File: src/rtl/ofsp_pkg.sv
package ofsp_pkg;

  typedef enum logic [1:0] {
    M_PARALLEL  = 2'b00,
    M_PRESET_SM = 2'b01,
    M_PRESET_LG = 2'b10,
    M_SERIAL    = 2'b11
  } load_mode_e;

  // Pin pair to mode: bit 1 is the enable pin, bit 0 the data pin.
  function automatic load_mode_e decode_mode(input logic s1, input logic s0);
    return load_mode_e'({s1, s0});
  endfunction

  // Preset value for a mode; zero where the mode loads later.
  function automatic int unsigned preset_for(input load_mode_e m,
                                             input int unsigned small_v,
                                             input int unsigned large_v);
    case (m)
      M_PRESET_SM: return small_v;
      M_PRESET_LG: return large_v;
      default:     return 0;
    endcase
  endfunction

  // A parallel-mode write is still a programming write.
  function automatic logic is_prog_write(input load_mode_e m, input logic [1:0] taken);
    return (m == M_PARALLEL) && (taken != 2'd2);
  endfunction

endpackage

File: src/rtl/ofsp_mode_latch.sv
module ofsp_mode_latch
  import ofsp_pkg::*;
(
  input  logic       clk,
  input  logic       rst_n,
  input  logic       sel1,
  input  logic       sel0,
  output load_mode_e mode
);
  // Follows the pins while reset is low; frozen on release.
  always_ff @(posedge clk) begin
    if (!rst_n) mode <= decode_mode(sel1, sel0);
  end
endmodule

File: src/rtl/ofsp_serial_shift.sv
module ofsp_serial_shift #(
  parameter int OFS_W = 10
) (
  input  logic               clk,
  input  logic               rst_n,
  input  logic               enable,
  input  logic               sen_n,
  input  logic               sd,
  output logic               full,
  output logic               last_take,
  output logic [2*OFS_W-1:0] next_word
);
  localparam int NBITS = 2 * OFS_W;
  localparam int CW    = $clog2(NBITS + 1);

  logic [NBITS-1:0] shreg;
  logic [CW-1:0]    cnt;
  logic             take;

  assign full      = (cnt == CW'(NBITS));
  assign take      = enable && !sen_n && !full;
  assign last_take = take && (cnt == CW'(NBITS - 1));
  assign next_word = {shreg[NBITS-2:0], sd};

  always_ff @(posedge clk) begin
    if (!rst_n) begin
      shreg <= '0;
      cnt   <= '0;
    end else if (take) begin
      shreg <= next_word;
      cnt   <= cnt + CW'(1);
    end
  end
endmodule

File: src/rtl/ofsp_ready_gen.sv
module ofsp_ready_gen #(
  parameter int SETTLE = 2
) (
  input  logic clk,
  input  logic rst_n,
  input  logic serial_mode,
  input  logic ser_full,
  output logic wr_ready
);
  localparam int CW = $clog2(SETTLE + 1);

  logic [CW-1:0] cnt;
  logic          settled_edge;

  assign settled_edge = (cnt == CW'(SETTLE - 1));

  always_ff @(posedge clk) begin
    if (!rst_n) begin
      cnt      <= '0;
      wr_ready <= 1'b0;
    end else begin
      if (cnt != CW'(SETTLE)) cnt <= cnt + CW'(1);
      if (serial_mode) wr_ready <= wr_ready | ser_full;
      else             wr_ready <= wr_ready | settled_edge;
    end
  end
endmodule

File: src/rtl/fill_offset_loader.sv
module fill_offset_loader
  import ofsp_pkg::*;
#(
  parameter int OFS_W        = 10,
  parameter int PRESET_SMALL = 8,
  parameter int PRESET_LARGE = 64,
  parameter int SETTLE       = 2
) (
  input  logic             clk,
  input  logic             rst_n,
  input  logic             sel_sen,
  input  logic             sel_sd,
  input  logic             wr_req,
  input  logic [OFS_W-1:0] wr_data,
  output logic [OFS_W-1:0] ofs_low,
  output logic [OFS_W-1:0] ofs_high,
  output logic             wr_ready,
  output logic             mem_wr_en
);
  load_mode_e         mode;
  logic               ser_full;
  logic               ser_last;
  logic [2*OFS_W-1:0] ser_word;
  logic [1:0]         par_taken;
  logic               accepted;
  logic               par_load_high;
  logic               par_load_low;
  logic               prog_write;
  logic [OFS_W-1:0]   reset_value;

  ofsp_mode_latch u_mode (
    .clk(clk), .rst_n(rst_n), .sel1(sel_sen), .sel0(sel_sd), .mode(mode)
  );

  ofsp_serial_shift #(.OFS_W(OFS_W)) u_ser (
    .clk(clk), .rst_n(rst_n), .enable(mode == M_SERIAL),
    .sen_n(sel_sen), .sd(sel_sd),
    .full(ser_full), .last_take(ser_last), .next_word(ser_word)
  );

  ofsp_ready_gen #(.SETTLE(SETTLE)) u_rdy (
    .clk(clk), .rst_n(rst_n), .serial_mode(mode == M_SERIAL),
    .ser_full(ser_full), .wr_ready(wr_ready)
  );

  assign accepted      = wr_req && wr_ready;
  assign prog_write    = is_prog_write(mode, par_taken);
  assign par_load_high = accepted && prog_write && (par_taken == 2'd0);
  assign par_load_low  = accepted && prog_write && (par_taken == 2'd1);
  assign mem_wr_en     = accepted && !prog_write;
  assign reset_value   = OFS_W'(preset_for(decode_mode(sel_sen, sel_sd),
                                           PRESET_SMALL, PRESET_LARGE));

  always_ff @(posedge clk) begin
    if (!rst_n) begin
      ofs_low   <= reset_value;
      ofs_high  <= reset_value;
      par_taken <= 2'd0;
    end else begin
      if (par_load_high) begin
        ofs_high  <= wr_data;
        par_taken <= 2'd1;
      end
      if (par_load_low) begin
        ofs_low   <= wr_data;
        par_taken <= 2'd2;
      end
      if (ser_last) begin
        ofs_high <= ser_word[2*OFS_W-1:OFS_W];
        ofs_low  <= ser_word[OFS_W-1:0];
      end
    end
  end
endmodule

File: config.mk
export PLATFORM = sky130hd
export DESIGN_NAME = fill_offset_loader
export DESIGN_NICKNAME = d
export VERILOG_FILES = /design/src/rtl/ofsp_pkg.sv /design/src/rtl/ofsp_mode_latch.sv /design/src/rtl/ofsp_serial_shift.sv /design/src/rtl/ofsp_ready_gen.sv /design/src/rtl/fill_offset_loader.sv
export SDC_FILE = /design/constraint.sdc
export NUM_CORES = 1
export LEC_CHECK = 0
export BUFFER_PORTS_ARGS = -buffer_cell sky130_fd_sc_hd__buf_2
export CAP_MARGIN = 30
export CORE_MARGIN = 1.5
export CORE_UTILIZATION = 50
export CTS_BUF_LIST = sky130_fd_sc_hd__clkbuf_16
export DETAILED_ROUTE_END_ITERATION = 8
export PLACE_DENSITY = 0.75
export SYNTH_ARGS = -nofsm -noshare
export SYNTH_HDL_FRONTEND = slang
export SYNTH_SLANG_ARGS = --single-unit
File: constraint.sdc
create_clock -name clk -period 2.3 [get_ports clk]
set_input_delay 0.115 -clock clk [delete_from_list [all_inputs] [get_ports clk]]
set_output_delay 0.115 -clock clk [all_outputs]
set_load 0.05 [all_outputs]
==> flow_metrics.tcl, run 1 <==
set metrics [dict create \
    ant_nets 0 \
    path_class "register to register" \
    cts_sinks 51 \
    synthDistinctLibCells 30 \
    cts-root-buf "clkbuf_16" \
    start_util_pct 51.9 \
    antenna_cells 0 \
    core_um2 4320 \
    gp_congestion 0.786 \
    synth-seq-cells 51 \
    placed_area_um2 2460 \
    finalWirelength_mm 4.83 \
    wire_per_inst_um 15.1 \
    yosysWarnings 0 \
    std_cell_rows 24 \
    h-tree-depth 2 \
    viasPerCell 5.91 \
    drive_gt1_share_pct 19.4 \
    grt_antenna_before_repair 0 \
    crit_fanout 10 \
    worstSetupStartpointType "register" \
    yosysSeqAreaShare_pct 55.4 \
    vias 1890 \
    netlist_area_um2 2240 \
    rsz0062_at_grt "false" \
    setup_viol 0 \
    drt_iter0_markers 307 \
    final_nets 286 \
    relSlewSlack_pct 51.4 \
    fp.dieArea_um2 4900 \
    min_period_over_period_pct 82.8 \
    power.density_nw_per_um2 784 \
    hpwl_mm 3.29 \
    post_cts_buffers 0 \
    die_w_um 70.0 \
    endpoint_kind "register" \
    grt_pass1_wl_mm 7.80 \
    grt_use_total_pct 20.2 \
    grt_pass1_vias 1606 \
    fin_area_um2 2600 \
    portBuffers 36 \
    hold_class "input pin to register" \
    crit_arrival_ns 1.83 \
    clock_tree.buffer_depth 2 \
    boundaryPins 37 \
    outcome "complete, no violations" \
    cts_tree "built" \
    clk_pin_slew_ns 0.06 \
    fmax_mhz 525 \
    finalSetupTns_ns 0 \
    final-hold-violation-count 0 \
    numCtsBuffers 5 \
    min_period_ns 1.91 \
    max_cap_violations 0 \
    drcViolationCount 0 \
    drt-pass1-iter-count 6 \
    die_h_um 70.0 \
    syn-num-nets 255 \
    p_leak_nw 0.935 \
    grt-ovfl-total 0 \
    tightest_slew_ns 0.729 \
    avgSynthCellArea_um2 9.50 \
    synth_cells 236 \
    required_ns 2.23 \
    slew_viol_final 0 \
    peakVddDrop_v 0.000528 \
    insertion_delay_ns 0.28 \
    cts.repair.resized 0 \
    area.growth.synth_to_final_pct 15.8 \
    cts_hold_buf 0 \
    grt_start_max_net_pins 24 \
    final_util_pct 60.1 \
    finClkSkew_ns 0.00238 \
    finalPower_w 0.00204 \
]
==> sequential cells by signal, indices dropped and copies added, names as in the netlist <==
signal / cells
ofs_high: 10
u_mode.mode: 2
u_ser.shreg: 19
u_rdy.wr_ready: 1
par_taken: 2
u_rdy.cnt: 2
ofs_low: 10
u_ser.cnt: 5
==> critical path, cell delays in order (launching register included) <==
cell	delay, ns
edfxtp_1	0.49
nand4bb_1	0.29
or3_1	0.37
nand3_1	0.39
==> synthesized netlist by cell type <==
| cell | n | area share [%] |
|---|---|---|
| a31oi_1 | 1 | 0.28 |
| nand4b_1 | 2 | 0.78 |
| a211oi_1 | 1 | 0.33 |
| inv_1 | 6 | 1.0 |
| or3_1 | 2 | 0.56 |
| buf_6 | 1 | 0.50 |
| o41ai_1 | 1 | 0.39 |
| nand3b_2 | 1 | 0.50 |
| nand4bb_1 | 1 | 0.50 |
| xor2_1 | 1 | 0.39 |
| nand4_1 | 4 | 1.1 |
| clkbuf_1 | 13 | 2.2 |
| clkinv_1 | 1 | 0.17 |
| a21oi_1 | 42 | 9.4 |
| o211ai_1 | 2 | 0.67 |
| nand3_1 | 43 | 9.6 |
| nor2_1 | 7 | 1.2 |
| or4_1 | 1 | 0.33 |
| nor3b_1 | 1 | 0.33 |
| nand2_1 | 5 | 0.84 |
| dfxtp_1 | 29 | 26 |
| o21a_1 | 2 | 0.67 |
| o311ai_0 | 2 | 0.78 |
| buf_2 | 5 | 1.1 |
| or3b_2 | 1 | 0.39 |
| and3b_1 | 1 | 0.39 |
| edfxtp_1 | 22 | 29 |
| ha_1 | 4 | 2.2 |
| o21ai_0 | 32 | 7.1 |
| and4b_1 | 2 | 0.89 |
==> worst paths after layout <==
check	endpoint	from	slack, ns	cells past startpoint
worst max register to register	ofs_high[7]$_SDFFCE_PN0P_	u_mode.mode[0]$_DFFE_PN_	0.39	3
worst min register to register	u_ser.shreg[8]$_SDFFE_PN0P_	u_ser.shreg[7]$_SDFFE_PN0P_	0.49	2
worst max-delay path	ofs_high[7]$_SDFFCE_PN0P_	u_mode.mode[0]$_DFFE_PN_	0.39	3
worst min-delay path	u_mode.mode[0]$_DFFE_PN_	sel_sd	0.10	1
==> through the flow <==
| step | setup slack (ns) | std cells | hold slack, ns |
|---|---|---|---|
| floorplan | 0.119 | 236 | 0.214 |
| global placement | 0.469 | 312 | 0.385 |
| detailed placement | 0.404 | 312 | 0.391 |
| CTS | 0.389 | 320 | 0.0968 |
| global route | 0.259 | 320 | 0.0938 |
| finish | 0.395 | 320 | 0.102 |
==> area by class of cell <==
class	instances	area, um^2
clock buffers	5	125
clock inverters	3	12.5
fillers	364	1730
inverters	7	26.3
multi-input cells	159	895
flip-flops and latches	51	1240
well taps	52	65.1
repair buffers	43	233
==> metal layers <==
| metal | GRT usage (%) | wire length [um] |
|---|---|---|
| met5 | 0 | 0 |
| met1 | 28.3 | 2210 |
| met3 | 4.91 | 296 |
| met4 | 9.62 | 57 |
| met2 | 29.5 | 2260 |
==> report_power, final <==
group / internal, W / switching (W)
clock network: 0.000393 / 0.000294
logic: 0.0000879 / 0.000224
registers: 0.00100 / 0.0000327
total: 0.00148 / 0.000551
==> logic make-up (layout without fill, tap and decap cells) <==
kind of cell               after synthesis  count (layout)  share of synthesized area [%]
DFF                                     51              51                           55.4
AOI/OAI and AO/OA                       83              83                           19.6
and+or+nand+nor                         71              71                           17.4
xor gates and xnor gates                 1               1                          0.391
buffers and inverters                   26              58                           4.97
adders and majority gates                4               4                           2.23
==> layout by cell type, fill, tap and decap left out, drive strengths merged, types with 4 or more instances in the layout <==
| cell type | n |
|---|---|
| edfxtp | 22 |
| clkbuf | 5 |
| buf | 43 |
| nand4 | 4 |
| nor2 | 7 |
| o21ai | 32 |
| nand3 | 43 |
| dfxtp | 29 |
| nand2 | 5 |
| inv | 8 |
| a21oi | 42 |
| ha | 4 |
(Power assumes the default switching activity.)
==> run 2: changes to the inputs <==
--- a/config.mk
+++ b/config.mk
@@ -5,13 +5,14 @@
 export SDC_FILE = /design/constraint.sdc
 export NUM_CORES = 1
 export LEC_CHECK = 0
+export ABC_AREA = 1
 export BUFFER_PORTS_ARGS = -buffer_cell sky130_fd_sc_hd__buf_2
 export CAP_MARGIN = 30
 export CORE_MARGIN = 1.5
-export CORE_UTILIZATION = 50
+export CORE_UTILIZATION = 55
 export CTS_BUF_LIST = sky130_fd_sc_hd__clkbuf_16
 export DETAILED_ROUTE_END_ITERATION = 8
-export PLACE_DENSITY = 0.75
+export PLACE_DENSITY = 0.78
 export SYNTH_ARGS = -nofsm -noshare
 export SYNTH_HDL_FRONTEND = slang
 export SYNTH_SLANG_ARGS = --single-unit
==> constraint.sdc (replaced) <==
create_clock -name clk -period 2 [get_ports clk]
set_input_delay 0.1 -clock clk [delete_from_list [all_inputs] [get_ports clk]]
set_output_delay 0.1 -clock clk [all_outputs]
set_load 0.05 [all_outputs]
==> flow_metrics.tcl, run 2 <==
set metrics [dict create \
    yosysWarnings 0 \
    synth-xor-area-share_pct 0.775 \
    core_um2 3970 \
    synthMuxAreaShare_pct 0 \
    power.density_nw_per_um2 925 \
    cts_hold_buf 0 \
    synthAdderAreaFrac_pct 2.21 \
    p_sw_w 0.000661 \
    p_leak_nw 1.07 \
    highest_layer "met4" \
    synth_top_cell_by_area "edfxtp_1" \
    synth_top_cell_area_share_pct 29.2 \
    synth_top_family_by_area "simple AND/OR/NAND/NOR gates" \
    clock_tree.buffer_depth 2 \
    cts_tree "built" \
    worstSetupStartpointType "register" \
    synth-compound-area-share_pct 11.6 \
    fill_cells 311 \
    finalSetupTns_ns 0 \
    viasPerCell 5.49 \
    numCtsBuffers 5 \
    finalWirelength_mm 4.71 \
    ff2ff_setup_slack_ns 0.26 \
    drt_iter0_markers 205 \
    synth_common_cells "nor2_1, nand2_1, dfxtp_1, a21oi_1, o21ai_0" \
    startpoint "u_ser.cnt[0]$_SDFFE_PN0P_" \
    peakVddDrop_v 0.000541 \
    slew_viol_final 0 \
    yosysMostFrequentCell "nor2_1" \
    cts.repair.resized 0 \
    yosysSeqAreaShare_pct 54.9 \
    hold_class "input pin to register" \
    outcome "complete, no violations" \
    final_common_cell "nor2_1" \
    synth_area_leaders "edfxtp_1, dfxtp_1, nor2_1, a21oi_1, nand2_1" \
    p_sw_share_pct 27.8 \
    start_util_pct 56.9 \
    gp_congestion 0.829 \
    hold_start "rst_n" \
    tightest_slew_ns 0.500 \
    ant_nets 0 \
    finClkSkew_ns 0.00422 \
    die_h_um 67.1 \
    hpwl_mm 3.17 \
    met2_length_mm 2.31 \
    endpoint_kind "register" \
    fin_area_um2 2570 \
    rsz0062_at_grt "false" \
    final_util_pct 64.8 \
    p_seq_share_pct 51.1 \
    drt-pass1-iter-count 5 \
    p_int_w 0.00172 \
    syn-num-nets 265 \
    p_clk_share_pct 33.8 \
    wire_per_inst_um 14.2 \
    final_nets 300 \
    h-tree-depth 2 \
    grt_use_total_pct 22.9 \
    final-hold-violation-count 0 \
    grt_antenna_before_repair 0 \
    avgSynthCellArea_um2 9.19 \
    synth_cells 246 \
    max_cap_violations 0 \
    largest-register "u_ser.shreg" \
    grt_pass1_wl_mm 7.54 \
    reg_top3 "u_ser.shreg x19, ofs_high x10, ofs_low x10" \
    synth_edf_count 22 \
    worstRegToRegCells 7 \
    synth_ff_type "dfxtp_1" \
    min_period_ns 1.74 \
    r2r-start "u_ser.cnt[0]$_SDFFE_PN0P_" \
    relSlewSlack_pct 66.6 \
    grt-ovfl-total 0 \
    boundaryPins 37 \
    grt_pass1_vias 1603 \
    netlist_area_um2 2260 \
    crit_arrival_ns 1.67 \
    path_class "register to register" \
    route.met3.wl_um 281 \
    fp.dieArea_um2 4500 \
    synthDistinctLibCells 30 \
    synth-seq-cells 51 \
    fmax_mhz 575 \
    crit_slowest_cell "nand3_1" \
    drcViolationCount 0 \
    post_cts_buffers 0 \
    antenna_cells 0 \
    async_flop_share_pct 0 \
    slowest_delay_ns 0.38 \
    cts_sinks 51 \
    drive_gt1_share_pct 20.9 \
    combPwrFrac_pct 15.1 \
    largest_register_ffs 19 \
    cts-root-buf "clkbuf_16" \
    grt_start_max_net_pins 38 \
    crit_fanout 10 \
    die_w_um 67.1 \
    area.growth.synth_to_final_pct 13.8 \
    setup_viol 0 \
    m1WireLength_mm 1.97 \
    clk_pin_slew_ns 0.06 \
    worst_r2r_endpoint "ofs_low[1]$_SDFFCE_PN0P_" \
    std_cell_rows 23 \
    layout_common_cells "nor2_1, buf_2, nand2_1" \
    min_period_over_period_pct 87.0 \
    insertion_delay_ns 0.29 \
    crit_end "ofs_low[1]$_SDFFCE_PN0P_" \
    crit_chain "inv_1 > ha_1 > nand2_2 > clkinv_2 > nand2_4 > nand3_2 > nand3_1" \
    required_ns 1.93 \
    placed_area_um2 2430 \
    portBuffers 36 \
    yosys.area_share.simple_pct 23.1 \
    vias 1822 \
]
==> run 2: changes by cell type after synthesis, moves of 3 or more <==
cell,change
clkbuf_1,-9
o21ai_0,-9
nand2_2,+3
buf_2,-3
buf_6,+4
nand2_1,+27
a21oi_1,-15
nor2_1,+34
inv_1,+5
nand3_1,-23
==> run 2: layout make-up <==
type,instances,area (um^2),area share (%)
multi-input combinational,168,852,33.1
tap,50,62.6,2.43
timing repair buffer,41,218,8.46
inverter,14,61.3,2.38
clock buffer,5,125,4.86
sequential,51,1240,48.2
clock inverter,3,12.5,0.486
==> run 2: per-stage QoR <==
| stage | hold WS (ns) | cells | power [W] | worst slack [ns] |
|---|---|---|---|---|
| 6_report | 0.106 | 332 | 0.00238 | 0.260 |
| 5_1_grt | 0.0896 | 332 | 0.00248 | 0.133 |
| 3_5_place_dp | 0.394 | 324 | 0.00160 | 0.272 |
| 2_1_floorplan | 0.199 | 246 | 0.00151 | 0.124 |
| 4_1_cts | 0.0971 | 332 | 0.00239 | 0.262 |
| 3_3_place_gp | 0.402 | 324 | 0.00158 | 0.310 |
==> run 2: power groups by stage <==
stage	Combinational, W	Sequential (W)	Clock (W)
floorplan	0.000171	0.00134	0
global placement	0.000346	0.00123	0
detailed placement	0.000357	0.00124	0
CTS	0.000361	0.00122	0.000813
global route	0.000401	0.00123	0.000857
finish	0.000360	0.00122	0.000804
==> run 2: worst min-delay path by stage <==
| stage | end | slack, ns | depth (start not counted) |
|---|---|---|---|
| floorplan | u_mode.mode[0]$_DFFE_PN_ | 0.20 | 0 |
| global placement | u_mode.mode[0]$_DFFE_PN_ | 0.40 | 1 |
| detailed placement | u_mode.mode[0]$_DFFE_PN_ | 0.39 | 1 |
| CTS | u_mode.mode[0]$_DFFE_PN_ | 0.1 | 1 |
| global route | u_mode.mode[0]$_DFFE_PN_ | 0.09 | 1 |
| finish | u_rdy.cnt[0]$_SDFFE_PN0P_ | 0.11 | 3 |
==> run 2: kinds of logic after synthesis <==
family,Yosys count
simple gates,110
fa+ha+maj,4
compound gates,52
xor+xnor,2
flops,51
buf+inv,27
==> run 2: critical path, delay by kind of cell (launching register included) <==
kind / cells / cell delay (ns)
adders and majority gates: 1 / 0.20
buffers and inverters: 2 / 0.15
DFF: 1 / 0.35
and+or+nand+nor: 4 / 0.68
==> run 2: layer usage <==
layer / vias to the layer above / GRT usage, %
li1: 903 / -
met1: 826 / 27.8
met2: 73 / 36.4
met3: 20 / 6.42
met4: 0 / 12.8
met5: - / 0
